`src/rtl/memwin_pkg.sv`:
```
package memwin_pkg;

    localparam int OFF_W   = 16;
    localparam int SEG_W   = 8;
    localparam int ADDR_W  = SEG_W + OFF_W;
    localparam int PSEG_W  = SEG_W + 1;
    localparam int SEGS_4M = 1 << (22 - OFF_W);
    localparam int SEGS_1M = 1 << (20 - OFF_W);

    typedef enum logic [1:0] {
        BASE_640 = 2'b00,
        BASE_BAD = 2'b01,
        BASE_512 = 2'b10,
        BASE_256 = 2'b11
    } base_code_e;

    typedef enum logic [1:0] {
        BANK_OFF = 2'b00,
        BANK_4M  = 2'b01,
        BANK_1M  = 2'b10,
        BANK_NIL = 2'b11
    } bank_code_e;

    // segment count held by one bank
    function automatic logic [PSEG_W-1:0] bank_segs(input logic [1:0] code, input logic first);
        logic [PSEG_W-1:0] n;
        case (code)
            BANK_4M: n = PSEG_W'(SEGS_4M);
            BANK_1M: n = PSEG_W'(SEGS_1M);
            default: n = '0;
        endcase
        if (first)
            n = (n >= PSEG_W'(SEGS_1M)) ? n - PSEG_W'(SEGS_1M) : '0;
        return n;
    endfunction

    function automatic logic [SEG_W-1:0] low_last_seg(input logic [1:0] base);
        case (base)
            BASE_640: return SEG_W'(9);
            BASE_512: return SEG_W'(7);
            BASE_256: return SEG_W'(3);
            default:  return '0;
        endcase
    endfunction

    function automatic logic [SEG_W-1:0] high_first_seg(input logic [1:0] base, input logic [1:0] sys);
        if (base == BASE_640 || sys == BANK_4M) return SEG_W'(8'hFA);
        else if (base == BASE_512)               return SEG_W'(8'hF8);
        else                                     return SEG_W'(8'hF4);
    endfunction

    function automatic logic combo_ok(input logic [1:0] base, input logic [1:0] sys);
        return (base != BASE_BAD) && (sys == BANK_4M || sys == BANK_1M);
    endfunction

    function automatic logic [31:0] fill_of(input logic [1:0] size);
        case (size)
            2'b00:   return 32'h0000_00FF;
            2'b01:   return 32'h0000_FFFF;
            default: return 32'hFFFF_FFFF;
        endcase
    endfunction

endpackage

```
`src/rtl/memwin_cfg.sv`:
```
module memwin_cfg
    import memwin_pkg::*;
#(
    parameter int NBANK = 4
) (
    input  logic                          clk,
    input  logic                          rst,
    input  logic                          load,
    input  logic [1:0]                    base_code,
    input  logic [2*NBANK-1:0]            bank_codes,
    input  logic [SEG_W*NBANK-1:0]        win_vbase,
    input  logic                          relo_ram,
    input  logic                          wp,
    input  logic [PSEG_W-1:0]             mem_segs,
    output logic                          enable,
    output logic                          err,
    output logic [SEG_W-1:0]              low_last,
    output logic [SEG_W-1:0]              high_first,
    output logic                          relo_q,
    output logic                          wp_q,
    output logic [PSEG_W-1:0]             mem_q,
    output logic [NBANK-1:0][SEG_W-1:0]   vbase_q,
    output logic [NBANK-1:0][PSEG_W-1:0]  size_o,
    output logic [NBANK-1:0][PSEG_W-1:0]  pbase_o
);

    logic               loaded;
    logic [1:0]         base_q;
    logic [2*NBANK-1:0] codes_q;
    logic               ok;

    always_ff @(posedge clk) begin
        if (rst) begin
            loaded  <= 1'b0;
            base_q  <= '0;
            codes_q <= '0;
            vbase_q <= '0;
            relo_q  <= 1'b0;
            wp_q    <= 1'b0;
            mem_q   <= '0;
        end else if (load) begin
            loaded  <= 1'b1;
            base_q  <= base_code;
            codes_q <= bank_codes;
            vbase_q <= win_vbase;
            relo_q  <= relo_ram;
            wp_q    <= wp;
            mem_q   <= mem_segs;
        end
    end

    assign ok         = combo_ok(base_q, codes_q[1:0]);
    assign enable     = loaded & ok;
    assign err        = loaded & ~ok;
    assign low_last   = low_last_seg(base_q);
    assign high_first = high_first_seg(base_q, codes_q[1:0]);

    // physical start segments accumulate upward from the first megabyte
    for (genvar b = 0; b < NBANK; b++) begin : g_bank
        assign size_o[b] = bank_segs(codes_q[2*b +: 2], 1'(b == 0));
        if (b == 0) begin : g_first
            assign pbase_o[b] = PSEG_W'(SEGS_1M);
        end else begin : g_next
            assign pbase_o[b] = pbase_o[b-1] + size_o[b-1];
        end
    end

    // nothing is mapped directly after reset
    a_r8_reset_unmapped: assert property (@(posedge clk) disable iff (rst)
        $past(rst) |-> (!enable && !err));

    // captured configuration holds without a load
    a_r8_hold_without_load: assert property (@(posedge clk) disable iff (rst)
        (!$past(load) && !$past(rst)) |-> ($stable(codes_q) && $stable(base_q) && $stable(mem_q)));

endmodule

```
`src/rtl/memwin_window.sv`:
```
module memwin_window
    import memwin_pkg::*;
(
    input  logic [SEG_W-1:0]  seg,
    input  logic [SEG_W-1:0]  vbase,
    input  logic [PSEG_W-1:0] size,
    input  logic [PSEG_W-1:0] pbase,
    output logic              match,
    output logic [PSEG_W-1:0] pseg
);

    logic [PSEG_W:0] win_end;

    assign win_end = (PSEG_W+1)'(vbase) + (PSEG_W+1)'(size);
    assign match   = (size != '0) && (seg >= vbase) && ((PSEG_W+1)'(seg) < win_end);
    assign pseg    = PSEG_W'(seg) - PSEG_W'(vbase) + pbase;

endmodule

```
`src/rtl/memwin_xlate.sv`:
```
module memwin_xlate
    import memwin_pkg::*;
#(
    parameter int NBANK = 4
) (
    input  logic                   clk,
    input  logic                   rst,
    input  logic                   cfg_load,
    input  logic [1:0]             cfg_base_code,
    input  logic [2*NBANK-1:0]     cfg_bank_codes,
    input  logic [8*NBANK-1:0]     cfg_win_vbase,
    input  logic                   cfg_relo_ram,
    input  logic                   cfg_wp,
    input  logic [8:0]             cfg_mem_segs,
    input  logic                   acc_valid,
    input  logic [23:0]            acc_addr,
    input  logic [1:0]             acc_size,
    input  logic                   acc_wr,
    output logic [23:0]            phys_addr,
    output logic                   hit,
    output logic                   wr_en,
    output logic                   rd_blank,
    output logic [31:0]            blank_data,
    output logic                   cfg_err
);

    logic                         enable;
    logic [SEG_W-1:0]             low_last;
    logic [SEG_W-1:0]             high_first;
    logic                         relo_q;
    logic                         wp_q;
    logic [PSEG_W-1:0]            mem_q;
    logic [NBANK-1:0][SEG_W-1:0]  vbase_q;
    logic [NBANK-1:0][PSEG_W-1:0] size_w;
    logic [NBANK-1:0][PSEG_W-1:0] pbase_w;
    logic [NBANK-1:0]             win_match;
    logic [NBANK-1:0][PSEG_W-1:0] win_pseg;

    logic [SEG_W-1:0]  seg;
    logic [OFF_W-1:0]  off;
    logic              mapped;
    logic [PSEG_W-1:0] pseg;
    logic              in_range;
    logic              prot_seg;

    memwin_cfg #(.NBANK(NBANK)) u_cfg (
        .clk        (clk),
        .rst        (rst),
        .load       (cfg_load),
        .base_code  (cfg_base_code),
        .bank_codes (cfg_bank_codes),
        .win_vbase  (cfg_win_vbase),
        .relo_ram   (cfg_relo_ram),
        .wp         (cfg_wp),
        .mem_segs   (cfg_mem_segs),
        .enable     (enable),
        .err        (cfg_err),
        .low_last   (low_last),
        .high_first (high_first),
        .relo_q     (relo_q),
        .wp_q       (wp_q),
        .mem_q      (mem_q),
        .vbase_q    (vbase_q),
        .size_o     (size_w),
        .pbase_o    (pbase_w)
    );

    assign seg = acc_addr[ADDR_W-1:OFF_W];
    assign off = acc_addr[OFF_W-1:0];

    for (genvar b = 0; b < NBANK; b++) begin : g_win
        memwin_window u_win (
            .seg   (seg),
            .vbase (vbase_q[b]),
            .size  (size_w[b]),
            .pbase (pbase_w[b]),
            .match (win_match[b]),
            .pseg  (win_pseg[b])
        );
    end

    // fixed regions first, then windows in ascending index
    always_comb begin
        mapped = 1'b0;
        pseg   = '0;
        if (enable) begin
            if (seg <= low_last) begin
                mapped = 1'b1;
                pseg   = PSEG_W'(seg);
            end else if (relo_q && seg[SEG_W-1:1] == 7'h07) begin
                mapped = 1'b1;
                pseg   = PSEG_W'(seg);
            end else if (seg >= high_first) begin
                mapped = 1'b1;
                pseg   = PSEG_W'(seg[3:0]);
            end else begin
                for (int b = 0; b < NBANK; b++) begin
                    if (!mapped && win_match[b]) begin
                        mapped = 1'b1;
                        pseg   = win_pseg[b];
                    end
                end
            end
        end
    end

    assign in_range   = pseg < mem_q;
    assign prot_seg   = wp_q && (seg[SEG_W-1:1] == 7'h07 || seg[SEG_W-1:1] == 7'h7F);
    assign hit        = acc_valid & mapped & in_range;
    assign wr_en      = hit & acc_wr & ~prot_seg;
    assign rd_blank   = acc_valid & mapped & ~acc_wr & ~in_range;
    assign blank_data = rd_blank ? fill_of(acc_size) : 32'h0;
    assign phys_addr  = {pseg[SEG_W-1:0], off};

    // a write enable requires a hitting write
    a_r6_wr_needs_hit: assert property (@(posedge clk) disable iff (rst)
        wr_en |-> (hit && acc_wr));

    // protected top segments never receive a write enable
    a_r6_top_protected: assert property (@(posedge clk) disable iff (rst)
        (wp_q && acc_addr[23:17] == 7'h7F) |-> !wr_en);

    // invalid configuration serves nothing
    a_r7_err_silences: assert property (@(posedge clk) disable iff (rst)
        cfg_err |-> (!hit && !rd_blank));

    // hit and blank fill are exclusive
    a_r5_hit_or_blank: assert property (@(posedge clk) disable iff (rst)
        !(hit && rd_blank));

    // segments 0..3 are identity in every valid base code
    a_r1_low_identity: assert property (@(posedge clk) disable iff (rst)
        (hit && acc_addr[23:18] == 6'h00) |-> (phys_addr == acc_addr));

endmodule

```
`config.mk`:
```
export PLATFORM = sky130hd
export DESIGN_NAME = memwin_xlate
export DESIGN_NICKNAME = d
export VERILOG_FILES = /design/src/rtl/memwin_pkg.sv /design/src/rtl/memwin_cfg.sv /design/src/rtl/memwin_window.sv /design/src/rtl/memwin_xlate.sv
export SDC_FILE = /design/constraint.sdc
export NUM_CORES = 1
export LEC_CHECK = 0
export BUFFER_PORTS_ARGS = -buffer_cell sky130_fd_sc_hd__buf_2
export CAP_MARGIN = 20
export CORE_MARGIN = 2
export CORE_UTILIZATION = 40
export CTS_CLUSTER_DIAMETER = 150
export DETAILED_ROUTE_END_ITERATION = 10
export GPL_TIMING_DRIVEN = 0
export PLACE_DENSITY = 0.58
export SLEW_MARGIN = 30
export SYNTH_ARGS = -nofsm -noshare
export SYNTH_HDL_FRONTEND = slang
export SYNTH_SLANG_ARGS = --single-unit
```
`constraint.sdc`:
```
create_clock -name clk -period 9.5 [get_ports clk]
set_clock_uncertainty 0.2 [all_clocks]
set_input_delay 0.95 -clock clk [delete_from_list [all_inputs] [get_ports clk]]
set_output_delay 0.95 -clock clk [all_outputs]
set_load 0.02 [all_outputs]
```
After elaboration in Yosys (flattened, before gate mapping). Index checks and enable logic that the tools add are counted.

Bits in writable memories: 0. ROM bits: 0. Bits of input ports: 84. Bits in registers: 54. Output and inout port bits: 60. Memories: 0. Bits in latches: 0.

Eq/ne operators: 14. Add/subtract/negate cells: 16. Shift operators: 0. Bitwise logic cells: 12. Magnitude comparators: 12. Reductions and logical operators: 26. Multipliers: 0. Multiplexer cells: 38. Div/mod/pow operators: 0.

Operators with widths (count): 9-bit 2-to-1 mux (9); 32-bit one-hot mux with 2 select lines (1); 7-bit one-hot mux with 2 select lines (4); 8-bit >= comparator (5); 8-bit by 10-bit less-than comparator with 1-bit output (4); 9-bit nonzero test (4); 8-bit by 8-bit subtractor with 9-bit output (4); 32-bit 2-to-1 mux (1); 8-bit by 7-bit adder with 9-bit output (3); 9-bit adder (3); 1-bit 2-to-1 mux (20); 9-bit by 7-bit adder with 9-bit output (2); 1-bit logical AND (14); 2-bit == test, second input constant (6); 4-bit one-hot mux with 3 select lines (1); 8-bit by 9-bit adder with 10-bit output (1); 2-bit by 1-bit == test with 1-bit output, second input constant (5); 5-bit by 9-bit adder with 9-bit output, first input constant (1); 9-bit by 5-bit adder with 9-bit output, second input constant (1); 9-bit less-than comparator (1); 1-bit bitwise AND (8); 8-bit less-or-equal comparator (1); 8-bit 2-to-1 mux (1); 7-bit by 5-bit subtractor with 8-bit output, second input constant (1); 9 further kinds (17).

Depth between registers and ports, before layout.
Word-level depth: 37. Gate-level depth with buffers: 26. Mapped depth without buffers: 25.

Hierarchy. A second synthesis with hierarchy kept.

Cells, all modules: 1176. Area, all modules: 9425.3 um^2.

Modules (own cells, without submodules): memwin_cfg (instances 1, sequential area each 1081.0 um^2, cells an instance 282, area an instance 2711.4 um^2); memwin_xlate (instances 1, sequential area each 0.0 um^2, cells an instance 202, area an instance 1462.7 um^2); memwin_window (g_win[2].u_win) (instances 1, sequential area each 0.0 um^2, cells an instance 172, area an instance 1331.3 um^2); memwin_window (g_win[1].u_win) (instances 1, sequential area each 0.0 um^2, cells an instance 173, area an instance 1318.8 um^2); memwin_window (g_win[0].u_win) (instances 1, sequential area each 0.0 um^2, cells an instance 174, area an instance 1302.5 um^2); memwin_window (g_win[3].u_win) (instances 1, sequential area each 0.0 um^2, cells an instance 173, area an instance 1298.7 um^2).

Worst setup path after synthesis. OpenSTA, ideal clock, no wires.

Path kind: input to output. Start: in acc_addr[16]. End: out blank_data[0]. Buffers on the path: 2. Data arrival time: 5.839 ns. Stages: 23. Slack: 2.511 ns. Path through: inv_1 > ha_1 > inv_1 > fa_1 > and4_4 > o311ai_2 > a21oi_1 > nand4b_4 > nor3b_2 > and2_1 > buf_6 > a221o_1 > o21ba_1 > ha_1 > a21oi_1 > nor2b_1 > o21ai_1 > a21oi_1 > a221o_1 > or2_2 > o32a_4 > nor3b_1 > buf_4.

Longest elaborated chain between the ends: 33.

Ends and longest elaborated chain: start, declared (RTL line memwin_xlate.sv:16) `input logic [23:0] acc_addr,`; 8-bit >= comparator (RTL line memwin_window.sv:15) `assign match = (size != '0) && (seg >= vbase) && ((PSEG_W+1)'(seg) < win_end);`; 1-bit logical AND (2 in a row) (RTL line memwin_window.sv:15); 1-bit 2-to-1 mux (RTL line memwin_xlate.sv:98) `if (!mapped && win_match[b]) begin`; 1-bit 2-to-1 mux (RTL line memwin_xlate.sv:93) `end else if (seg >= high_first) begin`; 1-bit 2-to-1 mux (RTL line memwin_xlate.sv:90) `end else if (relo_q && seg[SEG_W-1:1] == 7'h07) begin`; 1-bit 2-to-1 mux (RTL line memwin_xlate.sv:87) `if (seg <= low_last) begin`; 1-bit 2-to-1 mux (RTL line memwin_xlate.sv:86) `if (enable) begin`; 1-bit zero test (RTL line memwin_xlate.sv:98); [18 not listed]; 9-bit 2-to-1 mux * (RTL line memwin_xlate.sv:87); 9-bit 2-to-1 mux * (RTL line memwin_xlate.sv:86); named net phys_addr[18] (RTL line memwin_xlate.sv:19) `output logic [23:0] phys_addr,`; 9-bit less-than comparator * (RTL line memwin_xlate.sv:107) `assign in_range = pseg < mem_q;`; 1-bit NOT * (RTL line memwin_xlate.sv:111) `assign rd_blank = acc_valid & mapped & ~acc_wr & ~in_range;`; 1-bit bitwise AND * (RTL line memwin_xlate.sv:111); named net rd_blank (RTL line memwin_xlate.sv:22) `output logic rd_blank,`; 32-bit 2-to-1 mux * (RTL line memwin_xlate.sv:112) `assign blank_data = rd_blank ? fill_of(acc_size) : 32'h0;`; end, declared (RTL line memwin_xlate.sv:23) `output logic [31:0] blank_data,`.

The timed path passes the listed nets; every way through them passes the cells marked *. The select of a mux whose other input is x is not followed.

Worst setup path after layout.
Start: reg u_cfg.codes_q[0]. End: out blank_data[5].

Longest elaborated chain between the ends: 37.

Ends and longest elaborated chain: start, declared (RTL line memwin_cfg.sv:29) `logic [2*NBANK-1:0] codes_q;`; start signal, assigned (RTL line memwin_cfg.sv:44) `codes_q <= bank_codes;`; 2-bit == test or 2-bit by 1-bit == test with 1-bit output (tied branches) (RTL line memwin_pkg.sv:27, memwin_pkg.sv:53, memwin_pkg.sv:47); 7-bit one-hot mux with 2 select lines (RTL line memwin_pkg.sv:27) `case (code)`; 7-bit by 5-bit subtractor with 8-bit output or 7-bit by 5-bit >= comparator with 1-bit output (tied branches) (RTL line memwin_pkg.sv:33) `n = (n >= PSEG_W'(SEGS_1M)) ? n - PSEG_W'(SEGS_1M) : '0;`; 9-bit 2-to-1 mux (RTL line memwin_pkg.sv:33); 8-bit by 9-bit adder with 10-bit output or 9-bit nonzero test (tied branches) (RTL line memwin_window.sv:14, memwin_window.sv:15); 8-bit by 10-bit less-than comparator with 1-bit output or 1-bit logical AND (tied branches) (RTL line memwin_window.sv:15); 1-bit logical AND (RTL line memwin_window.sv:15); 1-bit 2-to-1 mux (RTL line memwin_xlate.sv:98); [21 not listed]; 9-bit 2-to-1 mux or 1-bit 2-to-1 mux (tied branches) (RTL line memwin_xlate.sv:93); 9-bit 2-to-1 mux or 1-bit 2-to-1 mux (tied branches) (RTL line memwin_xlate.sv:90); 9-bit 2-to-1 mux or 1-bit 2-to-1 mux (tied branches) (RTL line memwin_xlate.sv:87); 9-bit 2-to-1 mux or 1-bit 2-to-1 mux (tied branches) (RTL line memwin_xlate.sv:86); 9-bit less-than comparator or 1-bit bitwise AND (tied branches) (RTL line memwin_xlate.sv:107, memwin_xlate.sv:111); 1-bit NOT or 1-bit bitwise AND (tied branches) (RTL line memwin_xlate.sv:111); 1-bit bitwise AND * (RTL line memwin_xlate.sv:111); 32-bit 2-to-1 mux * (RTL line memwin_xlate.sv:112).

Mark *: on every way between the ends. The rest lies on a longest branch, timed or not. The select of a mux whose other input is x is not followed.

==> out/metrics.cfg <==
[clocking]
cts_hold_buf=0
cts_resized=0
path_clk_slew_ps=80
insertion_delay_ps=310
h-tree-depth=2
root_buffer=clkbuf_16
post_cts_buffers=0
cts_tree=yes
clkSinkCount=54
cts_buffers=5
cts_buffer_depth=2

[die]
die_h_um=131
core.rowCount=46
ios=144
die-area_sq_mm=0.0171
start_util_pct=40.6
die_x_um=131
core_sq_mm=0.0158

[grt]
grt_pass1_vias=4963
gr-total-overflow=0
use_met1_pct=26.1
grtUsageTotal_pct=19.3
grt_max_degree=19
use_met2_pct=33.0
busiest_layer=met2
antenna_found_initial=0
grt_use_met3_pct=2.69
grt_first_pass_wirelength_mm=25.5

[final_layout]
layout_common_cells=buf_2, ha_1, inv_1, nor2_1, dfxtp_1
layout_commonest_cell=buf_2
drive_gt1_share_pct=23.2
antenna_cells=0
nNetsFinal=1092
area_growth_pct=16.7
design_area_sq_mm=0.00748

[routing]
routed_wl_mm=15.9
drtIter0Drc=193
drc=0
vias_per_cell=4.83
first_pass_iters=4
wl_per_cell_um=14.7
vias=5208
ant_nets=0

[timing]
finalHoldViolations=0
rsz0062_at_grt=no
finalCriticalPeriod_ps=7640
slew_headroom_pct=40.5
timing.final.crit_share_pct=80.5
hold-worst-slack_ps=282
tns_ps=0
tightestPinTransition_ps=891
report.final.slew_viol_count=0
final-setup-viol-count=0
max_freq_ghz=0.131

[worst_setup_path]
setup.worst_path.start_class=register
worst_ep_required_time_ps=8350
cp_max_fo=9
r2r_cells=2
cp.arrival_ps=6490
worstSetupPathType=reg -> out
critPathCaptureType=primary output

[synth]
synthArstFlopShare_pct=0
syn_nets=960
synth_cell_types=65
syn_area_per_cell_sq_um=8.78
ys_warn_count=0
synth_seq_cells=54
synthesis.instances=730
synth_area_sq_mm=0.00641
ys_seq_area_share_pct=16.9
ys.flop_type=dfxtp_1
synth_edf_count=0

[place]
place_congestion=0.852
port_buffers=125
dpl-instance-area_sq_mm=0.00731
place_hpwl_mm=13.3

[pwr]
powerDensity_mw_per_mm2=115
leakage_nw=3.82
power_mw=0.857
vdd_drop_max_uv=75.0

[worst_hold_path]
worstHoldPathCells=2
holdCritPathClass=reg -> reg

[outcome]
status=complete, no violations

[job]
max-cap-violations=0

## kinds of logic (layout without fill, tap and decap cells)
logic type      Yosys count  in the layout  synth area share, %
compound gates          134            134                 14.6
mux                      53             53                 8.28
flops                    54             54                 16.9
buf+inv                 166            299                 12.6
xor+xnor                 39             39                 5.33
simple gates            138            138                 11.1
fa+ha+maj               146            146                 31.2
## report_power, final
group / total [mW] / switching [mW] / internal [mW]
Combinational: 0.381 / 0.205 / 0.177
Clock: 0.224 / 0.0978 / 0.126
Sequential: 0.252 / 0.0121 / 0.240
Total: 0.857 / 0.314 / 0.543
## state kept, by name (all words and copies together), names as in the netlist
signal,cells
u_cfg.loaded,1
u_cfg.mem_q,9
u_cfg.base_q,2
u_cfg.codes_q,8
u_cfg.wp_q,1
u_cfg.vbase_q,32
u_cfg.relo_q,1
## critical path, stage by stage, from the launching register on
cell      delay, ps
dfxtp_1         400
ha_1            300
inv_1           160
ha_1            370
fa_1            500
inv_1            60
fa_1            500
inv_1            40
ha_1            320
nor2b_1         140
o21ai_0         150
nand2b_1        110
a21o_1          200
a21oi_1         170
xnor2_1          90
a32oi_1         240
a31oi_1         160
ha_1            340
and2_1          150
nand3_1          80
nor2_1           70
o21ai_0          80
a31oi_1         200
o32a_4          230
nor3b_1         730
buf_4           220
buf_2           150
## cell type report
class,count,area [sq um]
sequential,54,1080
clock inverter,3,47.5
multi-input combinational,510,4520
tap,216,270
timing repair buffer,125,626
inverter,104,390
buffer,62,420
fill,1637,8290
clock buffer,5,125
## routing by layer
layer | vias up | share of wire, %
li1 | 2711 | -
met1 | 2365 | 49
met2 | 126 | 45
met3 | 6 | 5.1
met4 | 0 | 0.75
met5 | - | 0
## path summary, 6_finish.rpt
| path | start | end | slack [ps] |
|---|---|---|---|
| max | u_cfg.codes_q[0]$_SDFFE_PP0P_ | blank_data[5] | 1860 |
| min | u_cfg.loaded$_SDFFE_PP0P_ | u_cfg.loaded$_SDFFE_PP0P_ | 280 |
| max reg2reg | u_cfg.vbase_q[29]$_SDFFE_PP0P_ | u_cfg.vbase_q[29]$_SDFFE_PP0P_ | 8570 |
| min reg2reg | u_cfg.loaded$_SDFFE_PP0P_ | u_cfg.loaded$_SDFFE_PP0P_ | 280 |
## cell usage after synthesis, types with 4 or more instances
cell        n  area share, %
a31oi_1     9           0.88
nand2b_1    6           0.59
o21ai_0    12           0.94
o221ai_1    5           0.68
nor2_1     64            3.7
nand3_1     7           0.55
buf_4      46            5.4
nand2_1    18            1.1
xor2_1     12            1.6
nand4_1     7           0.68
and2_1      6           0.59
o211ai_1    4           0.47
o21ai_1    11           0.86
a21oi_1    37            2.9
mux2i_1    53            8.3
xnor2_1    27            3.7
fa_1       23            7.2
a21o_1     11            1.3
clkbuf_1   13           0.76
o21bai_1   10            1.2
ha_1      123             24
nor2b_1     7           0.68
inv_1     104            6.1
dfxtp_1    54             17
## stage by stage
stage	std cells	utilization, %	worst slack (ps)
global placement	1071	46.3	1910
floorplan	730	-	2510
finish	1079	47.4	1860
global route	1079	47.4	1410
CTS	1079	47.4	1870
detailed placement	1071	46.3	1900
Note: power is estimated with default switching activity, not from simulation.
